[src/rtl/wpc_pkg.sv]
package wpc_pkg;

  typedef enum logic [1:0] {
    TAG_NOM   = 2'b00,
    TAG_EARLY = 2'b01,
    TAG_LATE  = 2'b10,
    TAG_ALT   = 2'b11
  } pc_tag_e;

  // Shift selected by a code; fast_rate picks the short default for code 000.
  function automatic logic [2:0] code_to_ticks(input logic [2:0] code,
                                               input logic fast_rate);
    logic [2:0] t;
    case (code)
      3'b000:  t = fast_rate ? 3'd1 : 3'd3;
      3'b111:  t = 3'd0;
      default: t = code;
    endcase
    return t;
  endfunction

  // Shift applied to one pulse, given the base shift and its tag.
  function automatic logic [3:0] tagged_shift(input logic [2:0] base,
                                              input pc_tag_e tag,
                                              input logic active);
    logic [3:0] b;
    logic [3:0] r;
    b = {1'b0, base};
    if (!active)               r = b;
    else if (tag == TAG_EARLY) r = 4'd0;
    else if (tag == TAG_LATE)  r = b << 1;
    else                       r = b;
    return r;
  endfunction

endpackage

[src/rtl/wpc_rate_decode.sv]
module wpc_rate_decode #(
  parameter int SEL_W = 3
) (
  input  logic [2:0]       code,
  input  logic [1:0]       rate,
  input  logic             mfm,
  output logic [SEL_W-1:0] sel,
  output logic             illegal
);
  import wpc_pkg::*;

  logic       fast_rate;
  logic [2:0] raw_ticks;

  assign illegal   = !mfm && (rate == 2'b11);
  assign fast_rate = mfm && (rate == 2'b11);
  assign raw_ticks = code_to_ticks(code, fast_rate);
  assign sel       = illegal ? '0 : SEL_W'(raw_ticks);

endmodule

[src/rtl/wpc_tag_shift.sv]
module wpc_tag_shift #(
  parameter int SEL_W = 3,
  parameter int APP_W = SEL_W + 1
) (
  input  logic [SEL_W-1:0] sel,
  input  logic [1:0]       tag,
  input  logic             active,
  output logic [APP_W-1:0] applied
);
  import wpc_pkg::*;

  pc_tag_e    tag_e;
  logic [3:0] shift_raw;

  assign tag_e     = pc_tag_e'(tag);
  assign shift_raw = tagged_shift(3'(sel), tag_e, active);
  assign applied   = APP_W'(shift_raw);

endmodule

[src/rtl/wpc_pulse_line.sv]
module wpc_pulse_line #(
  parameter int DEPTH = 13,
  parameter int IDX_W = $clog2(DEPTH)
) (
  input  logic             clk,
  input  logic             rst_n,
  input  logic             ins,
  input  logic [IDX_W-1:0] ins_pos,
  output logic             pulse_out
);
  localparam logic [IDX_W-1:0] LAST = IDX_W'(DEPTH - 1);

  logic [DEPTH-1:0] line_q;
  logic [DEPTH-1:0] line_d;
  logic             ins_ok;

  assign ins_ok = ins && (ins_pos <= LAST);

  always_comb begin
    line_d = {1'b0, line_q[DEPTH-1:1]};
    if (ins_ok) line_d[ins_pos] = 1'b1;
  end

  always_ff @(posedge clk) begin
    if (!rst_n) line_q <= '0;
    else        line_q <= line_d;
  end

  assign pulse_out = line_q[0];


  zero_shift_chk: assert property (@(posedge clk) disable iff (!rst_n)
    (ins && ins_pos == '0) |=> pulse_out);


  idle_quiet_chk: assert property (@(posedge clk) disable iff (!rst_n)
    (!ins && line_q[DEPTH-1:1] == '0) |=> !pulse_out);

endmodule

[src/rtl/wpc_precomp.sv]
module wpc_precomp #(
  parameter int TRACK_W = 8,
  parameter int SEL_W   = 3,
  parameter int MAX_SEL = 6
) (
  input  logic               clk,
  input  logic               rst_n,
  input  logic [2:0]         pc_code,
  input  logic [1:0]         rate_code,
  input  logic               mfm_sel,
  input  logic [TRACK_W-1:0] track_now,
  input  logic [TRACK_W-1:0] pc_track,
  input  logic               wr_pulse,
  input  logic [1:0]         pulse_tag,
  output logic               wr_pulse_out,
  output logic [SEL_W-1:0]   delay_ticks,
  output logic               rate_illegal
);
  import wpc_pkg::*;

  localparam int APP_W = SEL_W + 1;
  localparam int DEPTH = 2 * MAX_SEL + 1;
  localparam int IDX_W = $clog2(DEPTH);

  logic [SEL_W-1:0] sel_ticks;
  logic             illegal_w;
  logic             zone_active;
  logic [APP_W-1:0] applied_w;

  assign zone_active = (track_now >= pc_track) && !illegal_w;

  wpc_rate_decode #(.SEL_W(SEL_W)) dec_i (
    .code    (pc_code),
    .rate    (rate_code),
    .mfm     (mfm_sel),
    .sel     (sel_ticks),
    .illegal (illegal_w)
  );

  wpc_tag_shift #(.SEL_W(SEL_W), .APP_W(APP_W)) tag_i (
    .sel     (sel_ticks),
    .tag     (pulse_tag),
    .active  (zone_active),
    .applied (applied_w)
  );

  wpc_pulse_line #(.DEPTH(DEPTH), .IDX_W(IDX_W)) line_i (
    .clk       (clk),
    .rst_n     (rst_n),
    .ins       (wr_pulse),
    .ins_pos   (IDX_W'(applied_w)),
    .pulse_out (wr_pulse_out)
  );

  assign delay_ticks  = sel_ticks;
  assign rate_illegal = illegal_w;


  sel_range_chk: assert property (@(posedge clk) disable iff (!rst_n)
    {1'b0, delay_ticks} <= (SEL_W+1)'(MAX_SEL));


  illegal_unshifted_chk: assert property (@(posedge clk) disable iff (!rst_n)
    rate_illegal |-> (applied_w == '0));


  inner_track_nominal_chk: assert property (@(posedge clk) disable iff (!rst_n)
    (track_now < pc_track) |-> (applied_w == {1'b0, delay_ticks}));


  late_double_chk: assert property (@(posedge clk) disable iff (!rst_n)
    (track_now >= pc_track && pulse_tag == 2'b10)
      |-> (applied_w == ({1'b0, delay_ticks} << 1)));

endmodule

[config.mk]
export PLATFORM = sky130hd
export DESIGN_NAME = wpc_precomp
export DESIGN_NICKNAME = d
export VERILOG_FILES = /design/src/rtl/wpc_pkg.sv /design/src/rtl/wpc_rate_decode.sv /design/src/rtl/wpc_tag_shift.sv /design/src/rtl/wpc_pulse_line.sv /design/src/rtl/wpc_precomp.sv
export SDC_FILE = /design/constraint.sdc
export NUM_CORES = 1
export LEC_CHECK = 0
export CAP_MARGIN = 20
export CORE_ASPECT_RATIO = 0.9
export CORE_MARGIN = 8
export CORE_UTILIZATION = 30
export CTS_BUF_LIST = sky130_fd_sc_hd__clkbuf_4
export CTS_CLUSTER_SIZE = 16
export DETAILED_ROUTE_END_ITERATION = 8
export DONT_BUFFER_PORTS = 1
export PLACE_DENSITY = 0.42
export SLEW_MARGIN = 20
export SYNTH_ARGS = -nofsm -noshare
export SYNTH_HDL_FRONTEND = slang
export SYNTH_SLANG_ARGS = --single-unit
export TNS_END_PERCENT = 100
[constraint.sdc]
create_clock -name clk -period 3.2 [get_ports clk]
set_input_delay 0.16 -clock clk [delete_from_list [all_inputs] [get_ports clk]]
set_output_delay 0.16 -clock clk [all_outputs]
set_load 0.01 [all_outputs]
==> Word level (Yosys, flattened, before mapping) <==
Index checks and enable logic that the tools add are counted.
{ "totals": {"out_inout_bits": 5, "regBits": 13, "elab_cells": 29, "inputBits": 27} }
{ "op_classes": {"eq_ne": 4, "n_lt_le_gt_ge": 4, "bitwise_logic": 1, "muxes": 9, "n_reduce_logical": 9} }
{ "op_table": {"columns": ["cell", "n"], "rows": [
  ["12-bit by 13-bit OR with 13-bit output", 1],
  ["12-bit 2-to-1 mux", 1],
  ["4-bit 2-to-1 mux", 3],
  ["8-bit >= comparator", 1],
  ["3-bit one-hot mux with 2 select lines", 1],
  ["1-bit logical AND", 5],
  ["4-bit by 5-bit < comparator with 1-bit output (second input constant)", 1],
  ["1-bit demux with 4-bit select", 1],
  ["2-bit == test (second input constant)", 2],
  ["4-bit by 1-bit >= comparator with 1-bit output (second input constant)", 1],
  ["4-bit less-or-equal comparator (second input constant)", 1],
  ["3-bit == test (second input constant)", 1],
  ["3-bit zero test", 1],
  ["3-bit 2-to-1 mux", 1],
  ["2-bit by 1-bit == test with 1-bit output (second input constant)", 1],
  ["1-bit zero test", 2],
  ["2-bit 2-to-1 mux", 1],
  ["2-bit AND reduction", 1],
  ["1-bit 2-to-1 mux", 1]
]} }

==> Longest topological paths before layout <==
{ "logic_depth": {"depth_word": 14, "depth_mapped": 9} }

==> Cells and area by module <==
Synthesis repeated with hierarchy kept, for this count alone.
{ "hier_totals": {"cells_unflattened": 101, "hier_area_um2": 800.8} }
{ "modules_own_cells": {"columns": ["module", "seq_area_each_um2", "n_inst", "cells_per_inst", "area_per_inst_um2"], "rows": [
  ["wpc_pulse_line", 260.2, 1, 50, 467.9],
  ["wpc_precomp", 0.0, 1, 26, 191.4],
  ["wpc_tag_shift", 0.0, 1, 14, 80.1],
  ["wpc_rate_decode", 0.0, 1, 11, 61.3]
]} }

==> Worst setup path after synthesis <==
Ideal clock, no wire load.
{ "synth_timing": {"path_kind": "input to register", "from": "input pc_track[1]", "to": "register line_i.line_q[6]", "required_time_ns": 3.085, "t_arrival_ns": 1.734, "stages": 9, "setup_time_ns": 0.115, "setup_slack_ns": 1.351, "cell_sequence": "inv_1 ha_1 nor2b_1 o31ai_1 a21oi_1 o21ai_1 o211a_1 a21oi_1 o21a_1"} }
{ "synth_between": {"elab_chain_cells": 9, "word_cells_on_any_way": 12} }
{ "synth_rtl": {"columns": ["element", "line", "text"], "rows": [
  ["from (decl)", "wpc_precomp.sv:12", "input logic [TRACK_W-1:0] pc_track,"],
  ["8-bit >= comparator *", "wpc_precomp.sv:30", "assign zone_active = (track_now >= pc_track) && !illegal_w;"],
  ["1-bit logical AND *", "wpc_precomp.sv:30", null],
  ["4-bit 2-to-1 mux *", "wpc_pkg.sv:29", "if (!active) r = b;"],
  ["4-bit by 5-bit < comparator with 1-bit output (not written as such) or 4-bit by 1-bit >= comparator with 1-bit output (tied branches)", "wpc_pulse_line.sv:21", "if (ins_ok) line_d[ins_pos] = 1'b1;"],
  ["1-bit logical AND (not written as such)", "wpc_pulse_line.sv:21", null],
  ["1-bit 2-to-1 mux (not written as such)", "wpc_pulse_line.sv:21", null],
  ["1-bit demux with 4-bit select", null, null],
  ["12-bit by 13-bit OR with 13-bit output (no source line)", null, null],
  ["12-bit 2-to-1 mux *", "wpc_pulse_line.sv:21", null],
  ["to (signal assigned)", "wpc_pulse_line.sv:26", "else line_q <= line_d;"],
  ["to (decl)", "wpc_pulse_line.sv:13", "logic [DEPTH-1:0] line_q;"]
]} }
Every way passes the cells marked *; elsewhere a longest branch is shown, timed or not.
A chain may end at the register's enable or synchronous reset.

==> Final worst setup path <==
{ "layout_timing": {"from": "input pc_track[1]", "to": "register line_i.line_q[0]"} }
The elaborated chain is that of the path after synthesis.

==> results.toml <==
[outcome]
status = "finished clean"

[power_and_ir_drop]
p_int_w = 0.000240
seqPwrFrac = 0.495
clkPwrFrac = 0.296
p_per_area_nw_per_um2 = 366
vdd_drop_max_mv = 0.206
combPwrFrac = 0.209
power.switching_w = 0.0000992
sw_frac_of_total = 0.292
power.leakage_nw = 0.402

[setup_path]
max_stage_delay_ns = 0.50
crit_path_top_delay_cell = "o21ai_1"
arrival_ns = 2.07
cpMostUsedCell = "o21ai_0"
start_kind = "input pin"
crit_chain = "inv_1 > ha_1 > nor2b_1 > o31ai_1 > a21oi_1 > o21ai_1 > nor3_1 > o21ai_0 > o21ai_0"
crit_fanout = 10
setup.worst_path.class = "in2reg"
end_kind = "register"
cp.required_ns = 3.36

[sta]
fin_setup_tns_ns = 0
rsz0062_at_grt = "no"
worst_pin_slew_ns = 0.611
relSlewSlack = 0.590
skew_ns = 0.00399
fin_crit_ns = 1.91
setup_viol = 0
fmax_mhz = 523
final-hold-violation-count = 0
timing.final.crit_share = 0.598
slew_viol_final = 0

[finish]
antenna_cells = 0
multi_input_area_um2 = 509
final_area_um2 = 927
fin_cells = 155
area_delta_synth_final_pct = 8.33
top_register = "line_i.line_q"
drive_above_1_share = 0.0609
fillers = 300
largest_register_ffs = 13
nNetsFinal = 151
seq_area_um2 = 260
reg.largest.list = "line_i.line_q (13)"

[die]
core_um2 = 2730
start_util = 0.314
die_x_um = 72.3
die_area_um2 = 4820
die_y_um = 66.7
rows = 18
io_pins = 32

[synthesis]
synth_fp_nets = 147
async_flop_share = 0
synth_top_area_cell = "dfxtp_1"
ys_warn_count = 0
synth_edf_count = 0
synth-seq-cells = 13
yosysMostFrequentCell = "inv_1"
synth_area_um2 = 856
synth_top_area_frac = 0.304
synth_top_cells_by_count = "inv_1, dfxtp_1, nand2_1, ha_1, o21ai_0"
synth_top_flop_cell = "dfxtp_1"
syn_avg_cell_area_um2 = 7.64
synthCells = 112
synth.area.top_cells = "dfxtp_1, ha_1, inv_1"
synth_cell_types = 32
synth-seq-area-share = 0.304

[clocking]
cts_sinks = 13
path_clk_slew_ns = 0.07
cts_made_buffers = 3
htreeDepth = 1
cts_buffer_depth = 2
post-cts-setup-buffer-count = 0
clockRootBuffer = "clkbuf_4"
cts_tree = "done"
clk_latency_ns = 0.28

[placement]
hpwl_mm = 1.70
portBuffers = 0
dp.cells = 149
place_area_um2 = 880
gp_congestion = 0.796

[global_routing]
grt_pass1_wl_mm = 3.40
grt_pass1_vias = 729
grt_remaining_overflow = 0
grt_start_max_net_pins = 11
globalRouteTotalUtil = 0.0915
antenna_found_initial = 0

[routing]
dr.pass1.iters = 4
drt-wirelength-per-cell_um = 13.5
drt-initial-drc-count = 12
detail_route.wirelength_mm = 2.09
ant_nets = 0
post-route-drc-count = 0
drt-vias-per-instance = 4.88
num_vias = 756

[hold_path]
hold_path.class = "in2reg"

[flow_run]
maxCapViolations = 0
[cells in the final DEF, fill, tap and decap left out, drive strengths merged, types with 2 or more instances in the layout]
master / n
nor3: 2
dlygate4sd3: 2
inv: 16
nand3: 4
nor2: 7
and3: 2
nor4: 2
or2: 2
dfxtp: 13
nand4: 2
clkbuf: 3
and2: 5
or3: 2
o21ai: 10
o31ai: 3
o2111ai: 2
ha: 8
o21a: 2
a21oi: 7
nand2: 12
[stage by stage]
| stage | hold slack, ns | worst slack, ns | util | power, W |
|---|---|---|---|---|
| after floorplan | 0.316 | 1.35 | - | 0.000230 |
| after global placement | 0.281 | 1.03 | 0.323 | 0.000239 |
| after detailed placement | 0.283 | 0.989 | 0.323 | 0.000240 |
| after CTS | 0.00166 | 1.30 | 0.337 | 0.000345 |
| after global routing | 0.000714 | 1.11 | 0.340 | 0.000367 |
| final | 0.00882 | 1.29 | 0.340 | 0.000339 |
[final cells by class]
type / instances / area share
inverters: 16 / 0.0648
multi-input cells: 80 / 0.549
clock inverters: 1 / 0.00540
repair buffers: 2 / 0.0216
clock buffers: 3 / 0.0243
well taps: 40 / 0.0540
flip-flops and latches: 13 / 0.281
[critical path, delay by kind of cell]
kind            cells  cell delay (ns)
compound gates      5             1.34
buf+inv             1             0.02
simple gates        2             0.26
fa+ha+maj           1             0.28
[timing repair]
action,CTS,global route
hold endpoints to repair,7,1
resized for setup,0,0
hold buffers,1,1
[metal layers]
metal | GRT usage | part of all wire
met1 | 0.101 | 0.44
met2 | 0.142 | 0.46
met3 | 0.0555 | 0.085
met4 | 0.0305 | 0.0062
met5 | 0 | 0
[logic make-up after synthesis]
kind of cell | share of synthesized area
adders and majority gates | 0.129
buffers and inverters | 0.101
DFF | 0.304
and+or+nand+nor | 0.253
AOI/OAI and AO/OA | 0.213
[path summary, 6_finish.rpt]
check / from / endpoint / slack (ns) / depth (start not counted)
worst max-delay path: pc_track[1] / line_i.line_q[0]$_SDFF_PN0_ / 1.29 / 9
worst min-delay path: rst_n / line_i.line_q[4]$_SDFF_PN0_ / 0.009 / 2
worst max register to register: line_i.line_q[11]$_SDFF_PN0_ / line_i.line_q[10]$_SDFF_PN0_ / 2.60 / 2
worst min register to register: line_i.line_q[8]$_SDFF_PN0_ / line_i.line_q[7]$_SDFF_PN0_ / 0.43 / 1
[power groups by stage]
stage / combinational [W] / sequential (W) / clock (W)
2_1_floorplan: 0.0000583 / 0.000172 / 0
3_3_place_gp: 0.0000674 / 0.000172 / 0
3_5_place_dp: 0.0000684 / 0.000172 / 0
4_1_cts: 0.0000707 / 0.000168 / 0.000106
5_1_grt: 0.0000819 / 0.000168 / 0.000117
6_report: 0.0000708 / 0.000168 / 0.000100
Note: power is estimated with default switching activity, not from simulation.
